**src/rtl/omc_pkg.sv**
```systemverilog
package omc_pkg;
  typedef enum logic [1:0] {
    ADDR_CELL = 2'd0,
    ADDR_MASK = 2'd1,
    ADDR_DIR  = 2'd2,
    ADDR_RSVD = 2'd3
  } omc_addr_e;
endpackage

```
**src/rtl/omc_rst_sync.sv**
```systemverilog
module omc_rst_sync #(
  parameter int STAGES = 2
) (
  input  logic clk,
  input  logic rst_n,
  output logic rst_sync_n
);
  logic [STAGES-1:0] chain_q;
  logic [STAGES-1:0] chain_d;

  always_comb chain_d = {chain_q[STAGES-2:0], 1'b1};

  always_ff @(posedge clk or negedge rst_n) begin
    if (!rst_n) chain_q <= '0;
    else        chain_q <= chain_d;
  end

  assign rst_sync_n = chain_q[STAGES-1];
endmodule

```
**src/rtl/omc_ctrl_regs.sv**
```systemverilog
module omc_ctrl_regs #(
  parameter int W = 8
) (
  input  logic         clk,
  input  logic         rst_sync_n,
  input  logic         mask_we,
  input  logic         dir_we,
  input  logic [W-1:0] wdata,
  output logic [W-1:0] mask_q,
  output logic [W-1:0] dir_q
);
  logic [W-1:0] mask_d;
  logic [W-1:0] dir_d;

  always_comb begin
    mask_d = mask_q;
    dir_d  = dir_q;
    if (mask_we) mask_d = wdata;
    if (dir_we)  dir_d  = wdata;
  end

  always_ff @(posedge clk or negedge rst_sync_n) begin
    if (!rst_sync_n) begin
      mask_q <= '0;
      dir_q  <= '0;
    end else begin
      mask_q <= mask_d;
      dir_q  <= dir_d;
    end
  end
endmodule

```
**src/rtl/omc_cell.sv**
```systemverilog
module omc_cell (
  input  logic clk,
  input  logic rst_sync_n,
  input  logic host_wr,
  input  logic host_bit,
  input  logic protect,
  input  logic fab_ld,
  input  logic fab_bit,
  input  logic cfg_pin,
  input  logic cfg_has_oe,
  input  logic pt_oe,
  input  logic dir_bit,
  output logic q,
  output logic pin_out,
  output logic pin_oe
);
  logic q_d;
  logic q_en;
  logic host_take;

  always_comb begin
    host_take = host_wr & ~protect;
    q_en      = host_take | fab_ld;
    q_d       = host_take ? host_bit : fab_bit;
  end

  always_ff @(posedge clk or negedge rst_sync_n) begin
    if (!rst_sync_n) q <= 1'b0;
    else if (q_en)   q <= q_d;
  end

  always_comb begin
    pin_out = cfg_pin & q;
    pin_oe  = cfg_pin & (cfg_has_oe ? (pt_oe | dir_bit) : 1'b1);
  end
endmodule

```
**src/rtl/omc_bank.sv**
```systemverilog
module omc_bank #(
  parameter int CELLS       = 8,
  parameter int SYNC_STAGES = 2
) (
  input  logic             clk,
  input  logic             rst_n,
  input  logic             host_we,
  input  logic [1:0]       host_addr,
  input  logic [CELLS-1:0] host_wdata,
  output logic [CELLS-1:0] host_rdata,
  input  logic [CELLS-1:0] fab_load,
  input  logic [CELLS-1:0] fab_d,
  input  logic [CELLS-1:0] pt_oe,
  input  logic [CELLS-1:0] cfg_pin,
  input  logic [CELLS-1:0] cfg_has_oe,
  output logic [CELLS-1:0] pin_out,
  output logic [CELLS-1:0] pin_oe,
  output logic [CELLS-1:0] fb_out
);
  import omc_pkg::*;

  logic             rst_sync_n;
  logic [CELLS-1:0] mask_q;
  logic [CELLS-1:0] dir_q;
  logic             cell_wr;
  logic             mask_wr;
  logic             dir_wr;
  omc_addr_e        addr;

  assign addr    = omc_addr_e'(host_addr);
  assign cell_wr = host_we && (addr == ADDR_CELL);
  assign mask_wr = host_we && (addr == ADDR_MASK);
  assign dir_wr  = host_we && (addr == ADDR_DIR);

  omc_rst_sync #(.STAGES(SYNC_STAGES)) u_rst (
    .clk        (clk),
    .rst_n      (rst_n),
    .rst_sync_n (rst_sync_n)
  );

  omc_ctrl_regs #(.W(CELLS)) u_regs (
    .clk        (clk),
    .rst_sync_n (rst_sync_n),
    .mask_we    (mask_wr),
    .dir_we     (dir_wr),
    .wdata      (host_wdata),
    .mask_q     (mask_q),
    .dir_q      (dir_q)
  );

  for (genvar i = 0; i < CELLS; i++) begin : g_cell
    omc_cell u_cell (
      .clk        (clk),
      .rst_sync_n (rst_sync_n),
      .host_wr    (cell_wr),
      .host_bit   (host_wdata[i]),
      .protect    (mask_q[i]),
      .fab_ld     (fab_load[i]),
      .fab_bit    (fab_d[i]),
      .cfg_pin    (cfg_pin[i]),
      .cfg_has_oe (cfg_has_oe[i]),
      .pt_oe      (pt_oe[i]),
      .dir_bit    (dir_q[i]),
      .q          (fb_out[i]),
      .pin_out    (pin_out[i]),
      .pin_oe     (pin_oe[i])
    );
  end

  always_comb begin
    unique case (addr)
      ADDR_CELL: host_rdata = fb_out;
      ADDR_MASK: host_rdata = mask_q;
      ADDR_DIR:  host_rdata = dir_q;
      default:   host_rdata = '0;
    endcase
  end
endmodule

```
**config.mk**
```make
export PLATFORM = sky130hd
export DESIGN_NAME = omc_bank
export DESIGN_NICKNAME = d
export VERILOG_FILES = /design/src/rtl/omc_pkg.sv /design/src/rtl/omc_rst_sync.sv /design/src/rtl/omc_ctrl_regs.sv /design/src/rtl/omc_cell.sv /design/src/rtl/omc_bank.sv
export SDC_FILE = /design/constraint.sdc
export NUM_CORES = 1
export LEC_CHECK = 0
export BUFFER_PORTS_ARGS = -buffer_cell sky130_fd_sc_hd__buf_2
export CAP_MARGIN = 20
export CORE_MARGIN = 1.5
export CORE_UTILIZATION = 25
export DETAILED_ROUTE_END_ITERATION = 6
export PLACE_DENSITY_LB_ADDON = 0.25
export SETUP_SLACK_MARGIN = 0.1
export SYNTH_ARGS = -nofsm -noshare
export SYNTH_HDL_FRONTEND = slang
export SYNTH_SLANG_ARGS = --single-unit
```
**constraint.sdc**
```tcl
create_clock -name clk -period 0.8 [get_ports clk]
set_input_delay 0.04 -clock clk [delete_from_list [all_inputs] [get_ports clk]]
set_output_delay 0.04 -clock clk [all_outputs]
set_load 0.05 [all_outputs]
```
== Word-level counts from Yosys, hierarchy flattened ==
Cells that the tools add are included.
Widths: inputs -> output; s select.

* Reductions and logical operators: 4
* Equality and inequality tests: 2
* Muxes and demuxes: 17
* Bitwise gates (word level): 48

{| class="wikitable"
|+ Operators with widths
! operator !! number
|-
| $and 1x1->1 || 24
|-
| $pmux 8 s3 || 1
|-
| $mux 1 || 16
|-
| $or 1x1->1 || 16
|-
| $not 1->1 || 8
|-
| $logic_and 1x1->1 || 3
|-
| $eq 2x1->1 const B || 1
|-
| $eq 2x2->1 const B || 1
|-
| $logic_not 2->1 || 1
|}

* Flip-flop bits (word level): 26
* Input port bits: 53
* Word-level logic and storage cells: 82

== Logic depth before layout (Yosys ltp) ==
Gate-level depths: netlist of run 1.

* Depth after elaboration: 4
* Depth in mapped cells: 5
* Depth with buffers taken out: 2

== Modules after synthesis ==
A second synthesis of run 1 with hierarchy kept.

* Cells, all modules: 116
* Area total of the unflattened synthesis: 1517.7 µm²

{| class="wikitable"
|+ Modules (own cells, without submodules)
! module !! times used !! area each (µm²) !! seq. area each (µm²) !! cells each
|-
| omc_ctrl_regs || 1 || 663.1 || 400.4 || 34
|-
| omc_cell || 8 || 75.1 || 25.0 || 7
|-
| omc_bank || 1 || 200.2 || 0.0 || 23
|-
| omc_rst_sync || 1 || 53.8 || 50.0 || 3
|}

== Worst setup path before layout of run 1 ==
OpenSTA, ideal clock, no wires.

* Path kind: reg-to-output
* Start: reg u_regs.mask_q[1]
* End: out host_rdata[1]
* Cell stages (with the launch flop): 3
* Data arrival time: 1.240 ns
* Slack: -0.480 ns
* Cell sequence: dfrtp_1 -> mux2i_1 -> o2bb2ai_1

* Cells in the longest elaborated chain, start to end: 1

{| class="wikitable"
|+ RTL lines
! element !! line !! source
|-
| start: declaration || omc_ctrl_regs.sv:9 || <nowiki>output logic [W-1:0] mask_q,</nowiki>
|-
| start signal: assignment || omc_ctrl_regs.sv:27 || <nowiki>mask_q <= mask_d;</nowiki>
|-
| $pmux 8 s3 || omc_bank.sv:71 || <nowiki>unique case (addr)</nowiki>
|-
| end: declaration || omc_bank.sv:10 || <nowiki>output logic [CELLS-1:0] host_rdata,</nowiki>
|}

Every way passes these cells.

== Worst setup path after layout of run 1 ==
* Start: reg u_regs.mask_q[6]
* End: out host_rdata[6]

Same word-level chain as after synthesis.

==> metrics.txt, run 1 <==
run status=complete, but fails checks; violated checks=design-rule violations, negative setup slack; element type at the critical path end=output port; Power Total=about 5200 µW; Simple-Gate Fraction of Synth Area=a little over an eighth; clock latency at the later pin of the worst-skew pair=about 0.27 ns; detailed router's first-iteration violation count=32; die height=85.6 µm; via count of the first global-routing pass=about 1500; placer congestion estimate=around 0.71; switching share of total power=between 30% and 40%; placed wire-length estimate=between 3000 and 4000 µm; CTS sink cnt=26; share of cells above drive strength 1=83.1%; Post-Syn Area per Cell=12.2 µm²; category of the critical setup timing path=reg -> out; number of top-level pins=85; number of standard-cell rows in the floorplan=29; Seq/Total Area, Yosys=between 30% and 40%; number of search-and-repair iterations in the first detailed-routing pass=6; Peak VDD IR=880 µV; final setup margin=-0.407 ns; CTS Buf Count=3; top cell types by occurrence after synthesis=sky130_fd_sc_hd__mux2_2 (30), sky130_fd_sc_hd__dfrtp_1 (26), sky130_fd_sc_hd__buf_4 (25); Post-Syn Area=around 0.0017 mm²; number of flip-flops and latches in the synthesized netlist=26; Via-to-Cell Ratio=between 4 and 5; Internal Dissipation=3310 µW; final std cells w/o fill=308; worst path required time=~0.76 ns; total overflow reported by the global router=0; Comb pwr share=49.3%; Final period util=151%; metal2 WL=~2100 µm; total power per unit cell area=about 1800 mW/mm²; main combinational cell family by area after synthesis=multiplexers; HP Class=in -> reg; unrepaired setup endpoints after global routing=true; clock tree from TritonCTS=built; critical-path cell list=mux2i_2 > o2bb2ai_4 > buf_6; worst reg2reg path depth=3; die width=about 86 µm; most frequently used flop master after synthesis=sky130_fd_sc_hd__dfrtp_1; number of diodes added for antenna fixing=0; Switch Pwr=1920 µW; proportion of synthesized area in mux cells=a little over a quarter; number of design rule violations left after detail routing=4; clock input transition at the sequential cells of the worst setup and hold paths=around 0.10 ns; total count of max-transition violations in the final report=0; Die Outline Area=approximately 0.0073 mm²; asr flop ratio synth=between 90% and 100%; type of element launching the critical path=flop; Worst Hold Depth=2; global-route usage over all layers=a little under an eighth; Port Buffer Count=between 80 and 90; beginning of the critical path=u_regs.mask_q[6]; P_leak=around 0.0014 µW; routed vias=~1400; Gate Count Post-Synth=140; sequential group share of total power=~34%; post-synthesis compound-gate area fraction=around 7.6%; Std-Cell Core Area=~0.0065 mm²; largest area contributor in the synthesized netlist=sky130_fd_sc_hd__dfrtp_1; count of flip-flops with a built-in enable after synthesis=0; Final ANT Viol Nets=0; maximum clock insertion buffer count=2; adder-cell share of the synthesized area=0%; Period minus WS final=1.21 ns; xor/xnor cell area share of the yosys netlist=0%; Hold Violations, Final=0; clock root buffer=sky130_fd_sc_hd__clkbuf_8; worst stage delay on the critical path=0.45 ns; Area Overhead vs Synth=69.7%; minimum setup slack among reg-to-reg paths=-0.39 ns; initial standard-cell utilization of the core=26.4%; Wirelength per Cell=roughly 14 µm; number of placed cells counting well taps=around 290; total number of yosys warnings=0; total setup violations reported at the end of the flow=52; first-pass GRT wire length=6900 µm; clock network fraction of total power=between 15 and 20%; total nets after synthesis=approximately 190; clk_skew=0.00758 ns; Max Fclk=between 800 and 900 MHz; post-route worst hold slack=between 0.02 and 0.03 ns; endpoint of the lowest-slack register-to-register path=g_cell[2].u_cell.q; number of different library cells in the post-synthesis netlist=19; CTS H-Tree Depth=1; Final Core Density=roughly 45%; top sig layer=met4; post-detailed-routing wire length=between 4000 and 5000 µm; maximum number of pins on one net before global-route repair=15; share of the synthesized area in the top cell type=between 30% and 40%; cell with the most instances after synthesis=sky130_fd_sc_hd__mux2_2; routed metal-1 wire length=between 1500 and 2000 µm; critical-path maximum fanout=3; capturing element of the worst setup path=host_rdata[6]; arrival time of data at the critical path endpoint=about 1.2 ns; origin of the critical flop-to-flop path=u_regs.mask_q[2]; final-stage net count=285; critical-path cell with the highest stage delay=sky130_fd_sc_hd__dfrtp_2; number of antenna violations at the first check in global routing=0; Area contributors post-synth=sky130_fd_sc_hd__dfrtp_1 (38%), sky130_fd_sc_hd__mux2_2 (20%), sky130_fd_sc_hd__buf_4 (11%), sky130_fd_sc_hd__mux2i_1 (4.7%), sky130_fd_sc_hd__o2bb2ai_1 (4.1%); met3 WL post-DR=190 µm; maximum capacitance violations=0
## layout by cell type, fill, tap and decap left out
cell                            synthesis  final
sky130_fd_sc_hd__and2_4                 0      8
sky130_fd_sc_hd__nand3b_4               2      2
sky130_fd_sc_hd__dfrtp_1               26     23
sky130_fd_sc_hd__clkbuf_8               0      4
sky130_fd_sc_hd__dlygate4sd3_1          0      1
sky130_fd_sc_hd__mux2_2                30     15
sky130_fd_sc_hd__a21boi_1               0      8
sky130_fd_sc_hd__buf_12                 1      4
sky130_fd_sc_hd__buf_8                  1     10
sky130_fd_sc_hd__conb_1                 1      1
sky130_fd_sc_hd__nor4b_4                2      3
sky130_fd_sc_hd__nor2_2                 0      2
sky130_fd_sc_hd__buf_4                 25     23
sky130_fd_sc_hd__mux2i_2                0      8
sky130_fd_sc_hd__dfrtp_2                0      3
sky130_fd_sc_hd__o2bb2ai_2              0      1
sky130_fd_sc_hd__nor2b_4                0      1
sky130_fd_sc_hd__nor2_1                 8      6
sky130_fd_sc_hd__mux2_4                 1     17
sky130_fd_sc_hd__nor4b_2                0      5
sky130_fd_sc_hd__buf_6                  2     27
sky130_fd_sc_hd__buf_2                  1     52
sky130_fd_sc_hd__o2bb2ai_4              0      7
## layer usage
| layer | up-vias | global-route usage [%] |
|---|---|---|
| met3 | 2 | 2.02 |
| met4 | 0 | 3.08 |
| met2 | 37 | 19.8 |
| li1 | 660 | - |
| met5 | - | 0 |
| met1 | 659 | 16.1 |
## critical path: cells and delay by family, from the launching register on
kind	cells	cell delay, ns
DFF	1	0.45
buffers and inverters	1	0.15
muxes	1	0.23
AOI/OAI and AO/OA	1	0.07
## final cells by class
class,count,area [µm²]
flip-flops and latches,26,654
multi-input cells,84,1110
fillers,602,3560
repair buffers,117,977
well taps,77,96.3
clock buffers,4,55.1
## power groups by stage
stage / registers (µW) / clock network, µW / logic [µW]
6_report: 1780 / 873 / 2580
5_1_grt: 1810 / 954 / 2710
4_1_cts: 1770 / 913 / 2350
3_5_place_dp: 1780 / 0 / 1870
3_3_place_gp: 1780 / 0 / 1860
2_1_floorplan: 1740 / 0 / 1570
## worst min path at each step
stage / start / to
after floorplan: rst_n / u_rst.chain_q[0]
after global placement: rst_n / u_rst.chain_q[0]
after detailed placement: rst_n / u_rst.chain_q[0]
after CTS: host_wdata[1] / g_cell[1].u_cell.q
after global routing: host_wdata[5] / u_regs.mask_q[5]
final: host_wdata[4] / u_regs.mask_q[4]
## repair_timing
item | CTS | global route
gates resized for setup | 92 | 23
pin swaps | 10 | 7
gates cloned | 0 | 0
setup buffers | 3 | 9
hold endpoints to repair | 2 | 0
hold buffers | 1 | 0
endpoints found under the setup margin | 56 | 56
## sequential cells by signal (all words and copies together), names as in the netlist
name             count
g_cell.u_cell.q      8
u_regs.dir_q         8
u_regs.mask_q        8
u_rst.chain_q        2
## cells by family after synthesis
logic type             after synthesis
AND/OR/NAND/NOR                     27
multiplexers                        40
buffers and inverters               30
AO/OA/AOI/OAI                       16
flip-flops                          26
other                                1
## stage by stage
| step | instance area, µm² | setup slack [ns] | setup TNS [ns] |
|---|---|---|---|
| 2_1_floorplan | 1940 | -0.251 | -3.93 |
| 3_3_place_gp | 2360 | -0.313 | -8.87 |
| 3_5_place_dp | 2360 | -0.347 | -9.08 |
| 4_1_cts | 2740 | -0.402 | -13.38 |
| 5_1_grt | 2890 | -0.469 | -15.96 |
| 6_report | 2890 | -0.407 | -13.65 |
Power figures use the tool's default switching activity.
==> run 2, diff against run 1 <==
- SKIP_LAST_GASP: default -> 1
- clock period: 0.8 -> 1.1 ns (I/O delays scaled with it)
==> metrics.txt, run 2 (synthesis results as in run 1) <==
Area Overhead vs Synth=66.5%; total overflow reported by the global router=0; beginning of the critical path=u_regs.mask_q[4]; Period minus WS final=1.23 ns; commonest cells after routing, fill and taps aside=sky130_fd_sc_hd__buf_2 (52), sky130_fd_sc_hd__buf_4 (32), sky130_fd_sc_hd__mux2_2 (26); clk_skew=~0.0034 ns; initial standard-cell utilization of the core=26.4%; area taken by multi-input logic gates=~0.0011 mm²; number of top-level pins=between 80 and 90; worst stage delay on the critical path=roughly 0.4 ns; final setup margin=-0.130 ns; number of diodes added for antenna fixing=0; number of search-and-repair iterations in the first detailed-routing pass=7; Final ANT Viol Nets=0; Port Buffer Count=84; Final period util=112%; total setup violations reported at the end of the flow=21; cell repeated most along the worst path=sky130_fd_sc_hd__buf_6; Std-Cell Core Area=0.00646 mm²; critical-path cell list=buf_6 > mux2i_4 > o2bb2ai_4 > buf_6; critical-path maximum fanout=2; Wirelength per Cell=between 10 and 15 µm; clock latency at the later pin of the worst-skew pair=approximately 0.27 ns; commonest non-fill, non-tap cell in the layout=sky130_fd_sc_hd__buf_2; placer congestion estimate=roughly 0.67; clock input transition at the sequential cells of the worst setup and hold paths=about 0.090 ns; maximum clock insertion buffer count=2; final-stage net count=287; worst reg2reg path depth=3; arrival time of data at the critical path endpoint=roughly 1.2 ns; capturing element of the worst setup path=host_rdata[4]; die width=85.6 µm; Die Outline Area=approximately 0.0073 mm²; final std cells w/o fill=310; post-detailed-routing wire length=slightly above 4000 µm; register cell area after layout=656 µm²; number of antenna violations at the first check in global routing=0; clock root buffer=sky130_fd_sc_hd__clkbuf_8; placed wire-length estimate=around 3000 µm; unrepaired setup endpoints after global routing=true; Filler Cells Inserted=a little over 600; minimum setup slack among reg-to-reg paths=-0.13 ns; placed cell areas=roughly 0.0023 mm²; total count of max-transition violations in the final report=0; number of placed cells counting well taps=between 200 and 300; violated checks=design-rule violations, negative setup slack; origin of the critical flop-to-flop path=u_regs.mask_q[6]; post-route worst hold slack=approximately 0.037 ns; CTS H-Tree Depth=1; clock tree from TritonCTS=built; routed vias=1365; summed area of non-filler cells in the final layout=~0.0028 mm²; registers with the most flip-flops=g_cell.u_cell.q (8), u_regs.dir_q (8), u_regs.mask_q (8); total power per unit cell area=~1300 mW/mm²; share of cells above drive strength 1=82.0%; maximum number of pins on one net before global-route repair=25; die height=85.6 µm; Hold Violations, Final=0; Via-to-Cell Ratio=around 4.4; category of the critical setup timing path=reg -> out; endpoint of the lowest-slack register-to-register path=g_cell[6].u_cell.q; Max Fclk=a little over 800 MHz; first-pass GRT wire length=6470 µm; P_leak=0.00131 µW; number of design rule violations left after detail routing=4; detailed router's first-iteration violation count=21; Post-Place Worst Slack=-0.157 ns; CTS sink cnt=26; run status=complete, but fails checks; CTS Buf Count=3; element type at the critical path end=output port; type of element launching the critical path=flop; Peak VDD IR=roughly 720 µV; global-route usage over all layers=11.0%; critical-path cell with the highest stage delay=sky130_fd_sc_hd__dfrtp_1; maximum capacitance violations=0; via count of the first global-routing pass=approximately 1400; number of standard-cell rows in the floorplan=29; worst path required time=between 1 and 1.5 ns; HP Class=in -> reg
run 2: cell count changes in the layout (fill, tap and decap cells not counted), moves of 2 or more:
cell                        previous run  this run
sky130_fd_sc_hd__o2bb2ai_2             1         3
sky130_fd_sc_hd__mux2i_1               0         2
sky130_fd_sc_hd__mux2i_2               8         1
sky130_fd_sc_hd__nor2_2                2         0
sky130_fd_sc_hd__buf_6                27        22
sky130_fd_sc_hd__buf_4                23        32
sky130_fd_sc_hd__mux2_2               15        26
sky130_fd_sc_hd__mux2i_4               0         5
sky130_fd_sc_hd__mux2_4               17         6
sky130_fd_sc_hd__nor2_1                6         8
sky130_fd_sc_hd__o2bb2ai_4             7         5
run 2: layout make-up:
type	instances	share of cell area (%)
Multi-Input combinational cell	84	38.0
Timing Repair Buffer	119	33.6
Sequential cell	26	23.1
Tap cell	77	3.39
Clock buffer	4	1.94
run 2: metrics by stage:
| stage | total power (µW) | utilization [%] | TNS [ns] |
|---|---|---|---|
| finish | 3770 | 44.0 | -1.44 |
| global route | 3960 | 44.0 | -2.94 |
| detailed placement | 2610 | 35.0 | -1.01 |
| floorplan | 2340 | - | -0.272 |
| global placement | 2600 | 35.0 | -0.940 |
| CTS | 3680 | 42.3 | -1.67 |
run 2: worst max-delay path: cells and delay by family, from the launching register on:
kind            cells  cell delay, ns
compound gates      1            0.07
mux                 1            0.15
flops               1            0.41
buf+inv             2            0.28
run 2: where the power goes:
part | switching (µW) | total [µW] | internal [µW]
sequential | 140 | 1250 | 1110
combinational | 935 | 1890 | 951
clock | 309 | 629 | 320
total | 1380 | 3770 | 2380
run 2: timing repair:
item	CTS	global route
resized for setup	96	19
endpoints found under the setup margin	40	38
buffers inserted	11	5
pin swaps	28	3
endpoints found under the hold margin	2	0
hold buffers	1	0
run 2: worst min-delay path by stage:
stage	to	cells past startpoint	slack, ns	from
floorplan	u_rst.chain_q[0]	0	-0.24	rst_n
global placement	u_rst.chain_q[1]	1	-0.16	rst_n
detailed placement	u_rst.chain_q[0]	1	-0.16	rst_n
CTS	g_cell[1].u_cell.q	2	0.03	host_wdata[1]
global route	g_cell[5].u_cell.q	2	0.03	host_wdata[5]
finish	g_cell[0].u_cell.q	2	0.04	host_wdata[0]
run 2: layer usage:
metal / share of wire [%] / vias to the layer above / global-route usage [%] / wire length [µm]
li1: - / 667 / - / -
met1: 43 / 649 / 14.1 / 1770
met2: 51 / 46 / 19.5 / 2120
met3: 5.3 / 3 / 2.02 / 217
met4: 0.56 / 0 / 2.20 / 23
met5: 0 / - / 0 / 0
